**src/rtl/srst_pkg.sv**
```systemverilog
`timescale 1ns/1ps
package srst_pkg;

    localparam int unsigned WORD_W     = 32;
    localparam int unsigned HALF_W     = 16;
    localparam int unsigned BYTE_STEP  = 4;
    localparam int unsigned ADDR_LSB   = 2;

    // Half-word enable merge: upper half of the write word enables lower half.
    function automatic logic [HALF_W-1:0] half_merge(
        input logic [HALF_W-1:0] cur,
        input logic [WORD_W-1:0] w
    );
        logic [HALF_W-1:0] en;
        en = w[WORD_W-1:HALF_W];
        return (cur & ~en) | (w[HALF_W-1:0] & en);
    endfunction

endpackage

```
**src/rtl/srst_decode.sv**
```systemverilog
`timescale 1ns/1ps
module srst_decode #(
    parameter int unsigned NUM_REGS = 4,
    parameter int unsigned ADDR_W   = 8,
    localparam int unsigned IDX_W   = ADDR_W - srst_pkg::ADDR_LSB
) (
    input  logic [ADDR_W-1:0]   addr,
    input  logic                we,
    output logic [IDX_W-1:0]    word_idx,
    output logic                in_range,
    output logic [NUM_REGS-1:0] wr_sel
);
    logic unused_lsb;

    assign unused_lsb = ^addr[srst_pkg::ADDR_LSB-1:0];
    assign word_idx   = addr[ADDR_W-1:srst_pkg::ADDR_LSB];
    assign in_range   = ({1'b0, word_idx} < (IDX_W+1)'(NUM_REGS));

    always_comb begin
        for (int i = 0; i < int'(NUM_REGS); i++) begin
            wr_sel[i] = we && in_range && (word_idx == IDX_W'(i));
        end
    end
endmodule

```
**src/rtl/srst_reg.sv**
```systemverilog
`timescale 1ns/1ps
module srst_reg #(
    parameter bit           MASK_MODE = 1'b1,
    parameter int unsigned  PER       = 16
) (
    input  logic                        clk,
    input  logic                        rst_n,
    input  logic                        wr_en,
    input  logic [srst_pkg::WORD_W-1:0] wdata,
    output logic [PER-1:0]              bits
);
    typedef struct packed {
        logic [PER-1:0] bits;
    } reg_state_t;

    reg_state_t st_d, st_q;

    generate
        if (MASK_MODE) begin : g_masked
            always_comb begin
                st_d = st_q;
                if (wr_en) begin
                    st_d.bits = srst_pkg::half_merge(st_q.bits, wdata);
                end
            end
        end else begin : g_plain
            always_comb begin
                st_d = st_q;
                if (wr_en) begin
                    st_d.bits = wdata[PER-1:0];
                end
            end
        end
    endgenerate

    always_ff @(posedge clk or negedge rst_n) begin
        if (!rst_n) begin
            st_q <= '0;
        end else begin
            st_q <= st_d;
        end
    end

    assign bits = st_q.bits;
endmodule

```
**src/rtl/srst_rdmux.sv**
```systemverilog
`timescale 1ns/1ps
module srst_rdmux #(
    parameter int unsigned NUM_REGS = 4,
    parameter int unsigned PER      = 16,
    parameter int unsigned IDX_W    = 6
) (
    input  logic [NUM_REGS*PER-1:0]     flat,
    input  logic [IDX_W-1:0]            word_idx,
    input  logic                        in_range,
    output logic [srst_pkg::WORD_W-1:0] rdata
);
    always_comb begin
        rdata = '0;
        for (int i = 0; i < int'(NUM_REGS); i++) begin
            if (in_range && (word_idx == IDX_W'(i))) begin
                rdata[PER-1:0] = flat[i*PER +: PER];
            end
        end
    end
endmodule

```
**src/rtl/srst_ctrl.sv**
```systemverilog
`timescale 1ns/1ps
module srst_ctrl #(
    parameter int unsigned NUM_REGS  = 4,
    parameter int unsigned ADDR_W    = 8,
    parameter bit          MASK_MODE = 1'b1,
    localparam int unsigned PER      = MASK_MODE ? srst_pkg::HALF_W : srst_pkg::WORD_W,
    localparam int unsigned NUM_RST  = NUM_REGS * PER,
    localparam int unsigned IDX_W    = ADDR_W - srst_pkg::ADDR_LSB
) (
    input  logic                        clk,
    input  logic                        rst_n,
    input  logic [ADDR_W-1:0]           bus_addr,
    input  logic [srst_pkg::WORD_W-1:0] bus_wdata,
    input  logic                        bus_we,
    output logic [srst_pkg::WORD_W-1:0] bus_rdata,
    output logic [NUM_RST-1:0]          rst_out
);
    logic [IDX_W-1:0]    word_idx;
    logic                in_range;
    logic [NUM_REGS-1:0] wr_sel;
    logic [NUM_RST-1:0]  flat;

    srst_decode #(.NUM_REGS(NUM_REGS), .ADDR_W(ADDR_W)) u_dec (
        .addr     (bus_addr),
        .we       (bus_we),
        .word_idx (word_idx),
        .in_range (in_range),
        .wr_sel   (wr_sel)
    );

    generate
        for (genvar g = 0; g < int'(NUM_REGS); g++) begin : g_bank
            srst_reg #(.MASK_MODE(MASK_MODE), .PER(PER)) u_reg (
                .clk   (clk),
                .rst_n (rst_n),
                .wr_en (wr_sel[g]),
                .wdata (bus_wdata),
                .bits  (flat[g*PER +: PER])
            );
        end
    endgenerate

    srst_rdmux #(.NUM_REGS(NUM_REGS), .PER(PER), .IDX_W(IDX_W)) u_rd (
        .flat     (flat),
        .word_idx (word_idx),
        .in_range (in_range),
        .rdata    (bus_rdata)
    );

    assign rst_out = flat;
endmodule

```
**config.mk**
```make
export PLATFORM = sky130hd
export DESIGN_NAME = srst_ctrl
export DESIGN_NICKNAME = d
export VERILOG_FILES = /design/src/rtl/srst_pkg.sv /design/src/rtl/srst_decode.sv /design/src/rtl/srst_reg.sv /design/src/rtl/srst_rdmux.sv /design/src/rtl/srst_ctrl.sv
export SDC_FILE = /design/constraint.sdc
export NUM_CORES = 1
export LEC_CHECK = 0
export ABC_CLOCK_PERIOD_IN_PS = 5000
export CAP_MARGIN = 20
export CORE_MARGIN = 1
export CORE_UTILIZATION = 50
export CTS_BUF_LIST = sky130_fd_sc_hd__clkbuf_8
export CTS_CLUSTER_SIZE = 10
export DETAILED_ROUTE_END_ITERATION = 10
export PLACE_DENSITY_LB_ADDON = 0.15
export SLEW_MARGIN = 25
export SYNTH_ARGS = -nofsm -noshare
export SYNTH_HDL_FRONTEND = slang
export SYNTH_SLANG_ARGS = --single-unit
```
**constraint.sdc**
```tcl
create_clock -name clk -period 5 [get_ports clk]
set_input_delay 1.5 -clock clk [delete_from_list [all_inputs] [get_ports clk]]
set_output_delay 1.5 -clock clk [all_outputs]
set_load 0.03 [all_outputs]
```
# Word-level counts from Yosys, hierarchy flattened
# Cells that the tools add are included.
# W data, S select, Z words.
# word_totals
register_bits	64
inputBits	43
output_inout_bits	96
word_cells	32
# classes
order_cmp	1
n_eq_ne	3
muxes	4
n_bitwise	10
reduce_logical	10
# op_table
op	n
$and A16 B16 Y16	5
$mux W16	4
$or A16 B16 Y16	4
$not A16 Y16	1
$eq A6 B2 Y1 const B	2
$logic_and A1 B1 Y1	9
$eq A6 B1 Y1 const B	1
$logic_not A6 Y1	1
$lt A6 B3 Y1 const B	1

# Logic depth before layout (Yosys ltp)
# logic_depth
ltp_word	6
depth_mapped	6
mapped_depth_nobuf	3

# Hierarchy
# Synthesis repeated with hierarchy kept, for this count alone.
# hier_totals
cells_unflattened	268
hier_area_um2	3619.7
# by_module_without_submodules
module	n_inst	cells_each	area_per_inst_um2	seq_area_each_um2
srst_reg	4	50	700.7	400.4
srst_rdmux	1	56	710.7	0.0
srst_decode	1	12	106.4	0.0

# Least setup slack after synthesis
# No wires, ideal clock.
# synth_path
path_type	input port to output port
start	in bus_addr[5]
end	out bus_rdata[10] (netlist bit)
t_arrival_ns	2.978
t_required_ns	3.500
path_slack_ns	0.522
cell_stages	5
path_buffers	3
path_cell_list	or4_1 -> buf_4 -> buf_6 -> clkbuf_1 -> nor2b_1
# synth_between
elab_chain_len	6
elab_cells_between_ends	13
cone_classes	order compare: 1; eq/ne: 3; mux: 4; reduce/logical: 5
# synth_rtl
element	line_no	source
from (decl)	srst_ctrl.sv:12	input logic [ADDR_W-1:0] bus_addr,
$lt A6 B3 Y1 / $logic_not A6 Y1 (equally long branches)	srst_decode.sv:17, srst_rdmux.sv:15	
$logic_and A1 B1 Y1	srst_rdmux.sv:15	if (in_range && (word_idx == IDX_W'(i))) begin
$mux W16 (3 in a row)	srst_rdmux.sv:15	
$mux W16 (*)	srst_rdmux.sv:15	
to (decl)	srst_ctrl.sv:15	output logic [srst_pkg::WORD_W-1:0] bus_rdata,
# Every way passes the cells marked *; elsewhere a longest branch is shown, timed or not.

# Final worst setup path
# layout_path
start	in bus_addr[2]
end	out bus_rdata[11] (netlist bit)
# Same word-level chain as after synthesis.

==> results.toml <==
[yosys]
avgSynthCellArea_um2 = 13.3
synth-seq-cells = 64
netlist_area_um2 = 3790
syn_inst = 284
synth.distinct_cells = 15
ys_seq_area_share_pct = 42.3
synth_area_leader_cell = "dfrtp_1"
synth.area.top_cells = "dfrtp_1 (42%), mux2_1 (19%), nor3_2 (17%), mux4_2 (9.5%), buf_4 (3.8%)"
netlist.area_leader.share_pct = 42.3
yosysWarnings = 0

[detailed_routing]
routedWlPerCell_um = 17.9
drt-initial-drc-count = 104
routed_wl_mm = 8.95
drcViolationCount = 0
vias = 2729
vias_per_cell = 5.46
first_pass_iters = 4
ant_nets = 0

[final_layout]
fillCellCount = 551
fin_nets = 442
drive_above_1_share_pct = 27.9
diodes = 0
multi_input_area_um2 = 1980
final_cell_area_um2 = 5120
syn2layout_area_growth_pct = 35.1
regArea_um2 = 1600

[cts]
hold_buffers = 0
cts-root-buf = "clkbuf_8"
cts_buffers = 9
cts_tree = "yes"
clk_pin_slew_ns = 0.07
cts_sinks = 64
clk_latency_ns = 0.33
cts_buffer_depth = 2
cts_max_level = 3

[floorplanning]
die_x_um = 89.0
io_pins = 139
row_count = 31
core_um2 = 7290
die_h_um = 89.0
initial_utilization_pct = 52.0
fp.dieArea_um2 = 7930

[grt]
antenna_found_initial = 0
grt_overflow = 0
track_usage_pct = 24.4
grt_pass1_vias = 2671
grt_first_pass_wirelength_mm = 14.1
grt_max_degree = 45

[critical_path]
critical-path-max-stage-delay_ns = 0.60
critPathMaxFanout = 14
endpoint = "bus_rdata[11]"
cp-end-kind = "primary output"
critical_path_required_ns = 3.50
worstSetupStartpoint = "bus_addr[2]"
cp_data_arrival_time_ns = 3.42
crit_top_cell = "clkdlybuf4s50_1"
reg2reg_setup_slack_ns = 4.16
crit_type = "input port to primary output"
startpoint_type = "input port"
slowest_stage = "clkdlybuf4s50_1"
worstRegToRegCells = 1
path_cells = "clkdlybuf4s50_1, buf_12, mux4_2, nor2b_1, clkdlybuf4s50_1"

[timing]
finalClockSkew_ns = 0
finalCriticalPeriod_ns = 4.92
setup_viol = 0
final_max_slew_viol_count = 0
max_freq_ghz = 0.203
tns_ns = 0
finalHoldViolCount = 0
fin_crit_sh_pct = 98.5
rsz0062_at_grt = "false"
max_slew_margin_pct = 33.5
max_slew.worst_pin.slew_ns = 0.995

[placed_design]
hpwl_mm = 6.08
gp_congestion = 0.709
portBuffers = 120
dpl_cell_area_um2 = 4950

[power_and_ir_drop]
p_clk_share_pct = 28.8
p_sw_mw = 0.420
seq_power_share_pct = 44.5
leakagePower_nw = 2.15
cellPowerDensity_nw_per_um2 = 260
ir_worst_vdd_uv = 164
p_sw_share_pct = 31.6
total_power_mw = 1.33
p_int_mw = 0.911
pwr-share-comb_pct = 26.7

[run_status]
status = "finished, final reports clean"

[job]
maxCapViolCount = 0

[min_path]
min_path_type = "flip-flop to flip-flop"
==> repair_timing <==
action,4_1_cts,5_1_grt
setup endpoints to repair,0,3
resized for setup,0,3
setup buffers,0,0
==> how the worst min path moves through the flow <==
stage / cells past startpoint / slack (ns) / startpoint / endpoint
CTS: 1 / 0.51 / flip-flop / flip-flop
detailed placement: 1 / 0.50 / flip-flop / flip-flop
floorplan: 1 / 0.70 / flip-flop / flip-flop
global placement: 1 / 0.49 / flip-flop / flip-flop
finish: 1 / 0.51 / flip-flop / flip-flop
global route: 1 / 0.53 / flip-flop / flip-flop
==> placed cells by master (no fill, tap or decap), drive strengths merged <==
master           n
buf             17
clkbuf          11
clkdlybuf4s50  107
clkinv           1
conb            16
dfrtp           64
dlymetal6s2s     3
inv              1
mux2            64
mux4            16
nand2           17
nand2b           2
nor2b           16
nor3            64
or2              1
or4              1
==> layout make-up <==
| type | instances | area share (%) |
|---|---|---|
| well taps | 99 | 2.42 |
| repair buffers | 127 | 24.6 |
| clock buffers | 11 | 2.96 |
| flip-flops and latches | 64 | 31.3 |
| clock inverters | 2 | 0.171 |
| multi-input cells | 197 | 38.6 |
==> cell families (layout without fill, tap and decap cells) <==
family        count (synthesis)  count (layout)  share of synthesized area, %
mux                          80              80                          28.5
flops                        64              64                          42.3
other cells                   1              16                        0.0990
buf+inv                      38             140                          7.30
simple gates                101             101                          21.8
==> per-stage QoR <==
stage | utilization, % | instances | hold WS [ns] | setup WS (ns)
5_1_grt | 70.2 | 500 | 0.535 | 0.0239
4_1_cts | 70.1 | 500 | 0.511 | 0.0136
3_3_place_gp | 67.8 | 487 | 0.488 | 0.0583
3_5_place_dp | 67.9 | 487 | 0.496 | 0.0358
2_1_floorplan | - | 299 | 0.702 | 0.522
6_report | 70.2 | 500 | 0.507 | 0.0752
==> worst max-delay path: cells and delay by family <==
family                 cells  cell delay (ns)
buffers and inverters      3             1.28
multiplexers               1             0.50
AND/OR/NAND/NOR            1             0.14
==> power groups by stage <==
stage	combinational, mW	clock (mW)	sequential [mW]
global route	0.376	0.414	0.598
floorplan	0.126	0	0.680
CTS	0.360	0.388	0.593
global placement	0.354	0	0.600
finish	0.356	0.383	0.592
detailed placement	0.358	0	0.602
==> cell usage after synthesis, drive strengths merged <==
master / count
or2: 1
nand2b: 2
mux4: 16
nand2: 17
clkbuf: 4
buf: 34
dfrtp: 64
nor3: 64
mux2: 64
nor2b: 16
conb: 1
or4: 1
==> per-layer routing <==
| layer | up-vias | GRT usage, % | wire, um | share of wire, % |
|---|---|---|---|---|
| met5 | - | 0 | 0 | 0 |
| met4 | 0 | 7.94 | 87 | 0.97 |
| li1 | 1220 | - | - | - |
| met1 | 1415 | 31.3 | 3800 | 42 |
| met2 | 86 | 40.5 | 4570 | 51 |
| met3 | 8 | 6.56 | 494 | 5.5 |
No activity file was read; power rests on OpenSTA's default activity.
